===== src/rtl/hb_guard_pkg.sv =====
package hb_guard_pkg;
  // positions inside the synchronized input vector
  localparam int IX_CMD   = 0;  // 2 bits: lo, hi
  localparam int IX_OC    = 2;  // 2 bits: lo, hi
  localparam int IX_UV    = 4;  // 4 bits: pos lo, neg lo, pos hi, neg hi
  localparam int IX_STAT  = 8;
  localparam int IX_RAIL  = 9;
  localparam int N_SYNC   = 10;

  // undervoltage and rail overstress come up asserted so outputs stay off
  localparam logic [N_SYNC-1:0] SYNC_RST = 10'b10_1111_0000;

  // cycles per half period of the pump clock, rounded
  function automatic int unsigned pump_half(input int unsigned clk_hz,
                                            input int unsigned pump_hz);
    return (clk_hz + pump_hz) / (2 * pump_hz);
  endfunction
endpackage


===== src/rtl/hb_sync.sv =====
module hb_sync #(
  parameter int              W       = 1,
  parameter int              STAGES  = 2,
  parameter logic [W-1:0]    RST_VAL = '0
) (
  input  logic         clk,
  input  logic         rst_n,
  input  logic [W-1:0] d,
  output logic [W-1:0] q
);
  logic [W-1:0] stg [STAGES];

  always_ff @(posedge clk or negedge rst_n) begin
    if (!rst_n) begin
      for (int k = 0; k < STAGES; k++) stg[k] <= RST_VAL;
    end else begin
      stg[0] <= d;
      for (int k = 1; k < STAGES; k++) stg[k] <= stg[k-1];
    end
  end

  assign q = stg[STAGES-1];
endmodule


===== src/rtl/hb_side.sv =====
module hb_side (
  input  logic clk,
  input  logic rst_n,
  input  logic cmd,        // synchronized own command
  input  logic cmd_other,  // synchronized command of opposite side
  input  logic oc,         // synchronized overcurrent flag
  input  logic uv,         // synchronized undervoltage (either rail)
  output logic gate_o,
  output logic clamp_o,
  output logic oc_lat_o,
  output logic rise_o,
  output logic fault_o
);
  logic cmd_d, gate_q, lat_q;
  logic rise, oc_trip, lat_eff, gate_nx, lat_nx;

  assign rise    = cmd & ~cmd_d;
  assign oc_trip = gate_q & oc;          // sensing only while on
  assign lat_eff = lat_q & ~rise;        // a fresh edge clears the latch

  always_comb begin
    if (rise)         lat_nx = 1'b0;
    else if (oc_trip) lat_nx = 1'b1;
    else              lat_nx = lat_q;
  end

  // turn-on needs the other command low; holding on does not
  assign gate_nx = cmd & ~(lat_eff | oc_trip | uv) & (gate_q | ~cmd_other);

  always_ff @(posedge clk or negedge rst_n) begin
    if (!rst_n) begin
      cmd_d  <= 1'b0;
      gate_q <= 1'b0;
      lat_q  <= 1'b0;
    end else begin
      cmd_d  <= cmd;
      gate_q <= gate_nx;
      lat_q  <= lat_nx;
    end
  end

  assign gate_o   = gate_q;
  assign clamp_o  = ~gate_q;
  assign oc_lat_o = lat_q;
  assign rise_o   = rise;
  assign fault_o  = lat_q | uv;
endmodule


===== src/rtl/hb_pump.sv =====
module hb_pump #(
  parameter int unsigned HALF = 83
) (
  input  logic clk,
  input  logic rst_n,
  input  logic stop,
  output logic pclk_o
);
  localparam int CW = $clog2(HALF + 1);
  localparam logic [CW-1:0] LAST = CW'(HALF - 1);

  logic [CW-1:0] cnt;
  logic          pclk;

  always_ff @(posedge clk or negedge rst_n) begin
    if (!rst_n) begin
      cnt  <= '0;
      pclk <= 1'b0;
    end else if (stop) begin
      cnt  <= '0;
      pclk <= 1'b0;
    end else if (cnt == LAST) begin
      cnt  <= '0;
      pclk <= ~pclk;
    end else begin
      cnt  <= cnt + 1'b1;
    end
  end

  assign pclk_o = pclk;
endmodule


===== src/rtl/hb_guard_top.sv =====
module hb_guard_top #(
  parameter int unsigned CLK_HZ      = 100_000_000,
  parameter int unsigned PUMP_HZ     = 600_000,
  parameter int          SYNC_STAGES = 2
) (
  input  logic clk,
  input  logic rst_n,
  input  logic cmd_lo_i,
  input  logic cmd_hi_i,
  input  logic oc_lo_i,
  input  logic oc_hi_i,
  input  logic vpos_uv_lo_i,
  input  logic vneg_uv_lo_i,
  input  logic vpos_uv_hi_i,
  input  logic vneg_uv_hi_i,
  input  logic hi_stat_i,
  input  logic rail_over_i,
  output logic gate_lo_o,
  output logic gate_hi_o,
  output logic fault_n_o,
  output logic clamp_lo_o,
  output logic clamp_hi_o,
  output logic pump_clk_o
);
  import hb_guard_pkg::*;

  localparam int unsigned HALF = pump_half(CLK_HZ, PUMP_HZ);

  logic [N_SYNC-1:0] raw, syn;
  logic [1:0] cmd_s, oc_s, uv_s;
  logic       stat_s, rail_s;
  logic [1:0] gate_v, clamp_v, oc_lat_v, rise_v, fault_v;

  assign raw = {rail_over_i, hi_stat_i,
                vneg_uv_hi_i, vpos_uv_hi_i, vneg_uv_lo_i, vpos_uv_lo_i,
                oc_hi_i, oc_lo_i, cmd_hi_i, cmd_lo_i};

  hb_sync #(.W(N_SYNC), .STAGES(SYNC_STAGES), .RST_VAL(SYNC_RST)) u_sync (
    .clk(clk), .rst_n(rst_n), .d(raw), .q(syn));

  assign cmd_s   = syn[IX_CMD +: 2];
  assign oc_s    = syn[IX_OC +: 2];
  assign uv_s[0] = syn[IX_UV]     | syn[IX_UV + 1];
  assign uv_s[1] = syn[IX_UV + 2] | syn[IX_UV + 3];
  assign stat_s  = syn[IX_STAT];
  assign rail_s  = syn[IX_RAIL];

  for (genvar i = 0; i < 2; i++) begin : g_side
    hb_side u_side (
      .clk(clk), .rst_n(rst_n),
      .cmd(cmd_s[i]), .cmd_other(cmd_s[1-i]),
      .oc(oc_s[i]), .uv(uv_s[i]),
      .gate_o(gate_v[i]), .clamp_o(clamp_v[i]),
      .oc_lat_o(oc_lat_v[i]), .rise_o(rise_v[i]), .fault_o(fault_v[i]));
  end

  hb_pump #(.HALF(HALF)) u_pump (
    .clk(clk), .rst_n(rst_n), .stop(rail_s), .pclk_o(pump_clk_o));

  assign gate_lo_o  = gate_v[0];
  assign gate_hi_o  = gate_v[1];
  assign clamp_lo_o = clamp_v[0];
  assign clamp_hi_o = clamp_v[1];
  assign fault_n_o  = ~(|fault_v | stat_s);
endmodule


===== config.mk =====
export PLATFORM = sky130hd
export DESIGN_NAME = hb_guard_top
export DESIGN_NICKNAME = d
export VERILOG_FILES = /design/src/rtl/hb_guard_pkg.sv /design/src/rtl/hb_sync.sv /design/src/rtl/hb_side.sv /design/src/rtl/hb_pump.sv /design/src/rtl/hb_guard_top.sv
export SDC_FILE = /design/constraint.sdc
export NUM_CORES = 1
export LEC_CHECK = 0
export BUFFER_PORTS_ARGS = -buffer_cell sky130_fd_sc_hd__buf_4
export CORE_UTILIZATION = 45
export CTS_CLUSTER_DIAMETER = 150
export DETAILED_ROUTE_END_ITERATION = 16
export PLACE_DENSITY = 0.73
export SETUP_SLACK_MARGIN = 0.15
export SLEW_MARGIN = 10
export SYNTH_ARGS = -nofsm -noshare
export SYNTH_HDL_FRONTEND = slang
export SYNTH_SLANG_ARGS = --single-unit

===== constraint.sdc =====
create_clock -name clk -period 3.75 [get_ports clk]
set_input_delay 0.75 -clock clk [delete_from_list [all_inputs] [get_ports clk]]
set_output_delay 0.75 -clock clk [all_outputs]
set_load 0.1 [all_outputs]

Word-level counts from Yosys, hierarchy flattened
Cells that the tools add are included.
Widths: inputs -> output; s select.
{ "totals": {"ff_bits": 34, "inputBits": 12, "out_inout_bits": 6} }
{ "classes": {"n_addsub": 1, "eq_ne": 1, "n_mux": 8, "bitwise_logic": 33, "reduce_logical": 4} }
{ "ops": {"columns": ["op", "count"], "rows": [
  ["$mux 7", 2],
  ["$not 1->1", 12],
  ["$or 1x1->1", 11],
  ["$and 1x1->1", 10],
  ["$add 7x1->7 const B", 1],
  ["$eq 7x7->1 const B", 1],
  ["$mux 1", 6],
  ["$reduce_bool 2->1", 3],
  ["$reduce_or 2->1", 1]
]} }

Depth between registers and ports, before layout
{ "depth": {"word_depth": 9, "depth_mapped": 5} }

Cells and area by module
Synthesis repeated with hierarchy kept, for this count alone.
{ "unflattened": {"hier_cells": 90, "area_unflattened_um2": 1226.2} }
{ "by_module_without_submodules": {"columns": ["module", "instances", "cells_per_inst", "area_per_inst_um2", "seq_area_each_um2"], "rows": [
  ["hb_sync", 1, 30, 588.1, 513.0],
  ["hb_pump", 1, 35, 365.4, 200.2],
  ["hb_side", 2, 11, 127.6, 75.1],
  ["hb_guard_top", 1, 3, 17.5, 0.0]
]} }

Worst setup path after synthesis
OpenSTA, ideal clock, no wires.
{ "synth_timing": {"path_kind": "reg2out", "start": "register g_side[0].u_side.lat_q", "end": "output fault_n_o", "arrival_time_ns": 3.327, "required_time_ns": 3.000, "setup_slack_ns": -0.327, "path_stages_with_launch": 2, "path_cell_list": "dfrtp_1 > nor4_1"} }
{ "synth_between": {"elab_chain_cells": 4} }
{ "synth_lines": {"columns": ["element", "line", "rtl"], "rows": [
  ["from (decl)", "hb_side.sv:14", "logic cmd_d, gate_q, lat_q;"],
  ["from (signal assigned)", "hb_side.sv:38", "lat_q <= lat_nx;"],
  ["$or 1x1->1", "hb_side.sv:46", "assign fault_o = lat_q | uv;"],
  ["$reduce_or 2->1", "hb_guard_top.sv:64", "assign fault_n_o = ~(|fault_v | stat_s);"],
  ["$or 1x1->1", "hb_guard_top.sv:64", null],
  ["$not 1->1", "hb_guard_top.sv:64", null],
  ["to (decl)", "hb_guard_top.sv:20", "output logic fault_n_o,"]
]} }
No other way between the ends.

Final worst setup path
{ "layout_timing": {"start": "register u_sync.stg, in the netlist u_sync.q[5]", "end": "output fault_n_o"} }
{ "layout_between": {"elab_chain_cells": 5} }
{ "layout_lines": {"columns": ["element", "line", "rtl"], "rows": [
  ["from (decl)", "hb_sync.sv:11", "logic [W-1:0] stg [STAGES];"],
  ["$or 1x1->1", "hb_guard_top.sv:43", "assign uv_s[0] = syn[IX_UV] | syn[IX_UV + 1];"],
  ["$or 1x1->1", "hb_side.sv:46", null],
  ["$reduce_or 2->1", "hb_guard_top.sv:64", null],
  ["$or 1x1->1", "hb_guard_top.sv:64", null],
  ["$not 1->1", "hb_guard_top.sv:64", null]
]} }
No other way between the ends.

==> impl_metrics.toml <==
[place]
gp_congestion = 0.802
dp_cells = 125
place_area_sq_um = 1290
io_buffers = 17
dp_slack_ps = 1990
dpl.hpwl_um = 1040

[job]
drv_cap = 0

[pwr]
p_total_mw = 0.697
clkPwrFrac_pct = 37.2
p_leak_nw = 0.625
power.switching_mw = 0.154
swShare_pct = 22.2
p_int_mw = 0.542
p_per_area_nw_per_um2 = 506
seqPwrFrac_pct = 57.1
p_comb_share_pct = 5.7
ir_drop_mv = 0.437

[yosys]
synthFlopType = "dfrtp_1"
syn_avg_cell_area_sq_um = 14.1
synth_warnings = 0
yosysUniqueCellTypes = 19
yosys_register_bits = 34
synth.net_count = 94
synth-edff-count = 0
async_flop_share_pct = 100
ys_top_cells_by_area = "dfrtp_1 53%, dfstp_2 23%, a21oi_1 4.0%"
seq_area_frac_synth_pct = 76.8
netlist_area_sq_um = 1120
synth_cells = 80
yosysTopAreaCell = "dfrtp_1"
synth_top_area_share_pct = 53.4

[floorplan]
start_util_pct = 49.4
fp.dieH_um = 52.0
rows = 17
core_sq_um = 2280
ios = 18
chipWidth_um = 52.0
die-area_sq_um = 2700

[clock_tree]
cts_hold_buf = 0
cts_sinks = 34
cts-buffers-inserted = 5
post_cts_resized = 0
cts.path.max_buffers = 2
h-tree-depth = 2
clk_latency_ps = 330
cts_tree = "built"
post_cts_buffers = 0
clk_pin_slew_ps = 110
cts_root_buf = "clkbuf_4"

[sta]
setup_tns_ps = 0
worst_slack_ps = 1620
finClkSkew_ps = 6.75
worst_pin_slew_ps = 498
finalSetupViolCount = 0
fmax_mhz = 469
post-route-period-util_pct = 56.8
relSlewSlack_pct = 66.7
rsz0062_at_grt = "no"
finalHoldViolCount = 0
min_period_ps = 2130
slew_viol_final = 0

[drt]
drtIter0Drc = 17
wirelength_um = 1520
wire_per_inst_um = 11.5
post-route-drc-count = 0
vias = 650
ant_nets = 0
via_per_inst = 4.89
first_pass_iters = 4

[grt]
grt_pass1_vias = 588
overflow = 0
grt_max_degree = 35
grtUsageTotal_pct = 14.3
grt_pass1_wl_um = 2580
antenna_found_initial = 0

[cells_and_area]
finalNetCount = 118
drive_gt1_share_pct = 34.3
stdcell_area_sq_um = 1380
diodes = 0
fill_cells = 171
areaGrowthSynthToFinish_pct = 22.4
final_cells = 133

[critical_path]
timing.rr.end = "u_pump.cnt[3]"
reg2regPathDepth = 5
crit_type = "flip-flop to primary output"
crit_path_start = "u_sync.q[5]"
worst-path-buf-inv = 1
critPathMaxFanout = 2
worstPathCellList = "nor2_1, nand2_1, nor4_2, buf_4"
worstSetupEndpointType = "primary output"
r2r_setup_slack_ps = 2310
required_ps = 3000
critPathMaxStageDelay_ps = 370
slowest_stage = "dfstp_2"
critPathTopFamily = "flip-flops"
crit_arrival_ps = 1380
worstSetupStartpointType = "flip-flop"
r2r-start = "u_pump.cnt[0]"

[outcome]
status = "finished clean"

[min_path]
holdCritPathClass = "input pin to async pin"
worst max path at each step:
stage,cells past startpoint,slack [ps],end
after detailed placement,4,1990,fault_n_o
after global placement,4,2000,fault_n_o
after global routing,4,1510,fault_n_o
after floorplan,3,860,fault_n_o
final,4,1620,fault_n_o
after CTS,4,1610,fault_n_o
per-layer routing:
metal  part of all wire (%)  wire length [um]  up-vias  GRT usage (%)
met4                    1.1                16        0           12.2
met2                     46               695       22           18.6
met5                      0                 0        -              0
li1                       -                 -      317              -
met3                    6.2                94        2           5.26
met1                     47               716      309           18.5
cell usage in the layout, fill, tap and decap left out:
cell / n
o21ai_0: 3
nor4_2: 1
bufinv_16: 1
a211o_1: 1
clkbuf_4: 5
nand4bb_1: 1
ha_1: 2
dfstp_2: 10
nand3_1: 2
or3_1: 3
clkinvlp_4: 2
inv_1: 5
xnor2_1: 1
nand2b_1: 1
a21oi_1: 9
nor2_1: 7
a22o_1: 1
o21bai_1: 1
buf_4: 17
and3_1: 2
nand2_1: 4
dfrtp_1: 24
xor2_1: 2
power groups by stage:
stage | combinational (mW) | sequential, mW | clock [mW]
after floorplan | 0.0165 | 0.406 | 0
after global placement | 0.0397 | 0.403 | 0
after detailed placement | 0.0401 | 0.404 | 0
after CTS | 0.0404 | 0.397 | 0.266
after global routing | 0.0441 | 0.399 | 0.285
final | 0.0399 | 0.397 | 0.259
state kept, by name, summed over array words and instances, names as in the netlist:
name	cells
g_side.u_side.cmd_d	2
g_side.u_side.gate_o	2
g_side.u_side.oc_lat_o	2
u_pump.cnt	7
u_pump.pclk_o	1
u_sync.q	10
u_sync.stg	10
through the flow:
| step | util (%) | hold WS [ps] |
|---|---|---|
| global route | 60.5 | 349 |
| floorplan | - | 331 |
| global placement | 56.8 | 334 |
| detailed placement | 56.8 | 335 |
| CTS | 60.5 | 337 |
| finish | 60.5 | 337 |
Yosys cell counts (2+ instances only):
| master | count |
|---|---|
| dfrtp_1 | 24 |
| inv_1 | 5 |
| ha_1 | 2 |
| or3_1 | 3 |
| xor2_1 | 2 |
| a21oi_1 | 9 |
| nor2_1 | 7 |
| o21ai_0 | 3 |
| nand2_1 | 4 |
| dfstp_2 | 10 |
| and3_1 | 2 |
| nand3_1 | 2 |
cells by family after synthesis:
group	count (synthesis)	share of synthesized area (%)
adders and majority gates	2	2.22
xor gates and xnor gates	3	2.34
and+or+nand+nor	21	9.46
AOI/OAI and AO/OA	15	7.56
DFF	34	76.8
buffers and inverters	5	1.67
worst register-to-register path: cells and delay by family (launching register included):
kind / cells / cell delay [ps]
compound gates: 1 / 440
fa+ha+maj: 1 / 150
buf+inv: 1 / 60
flops: 1 / 420
simple gates: 2 / 240
area by class of cell:
type,instances,area (sq um),area share (%)
inverters,5,18.8,1.36
clock inverters,3,45.0,3.27
clock buffers,5,37.5,2.73
repair buffers,17,128,9.27
well taps,28,35.0,2.55
flip-flops and latches,34,863,62.7
multi-input cells,41,249,18.1
No activity file was read; power rests on OpenSTA's default activity.
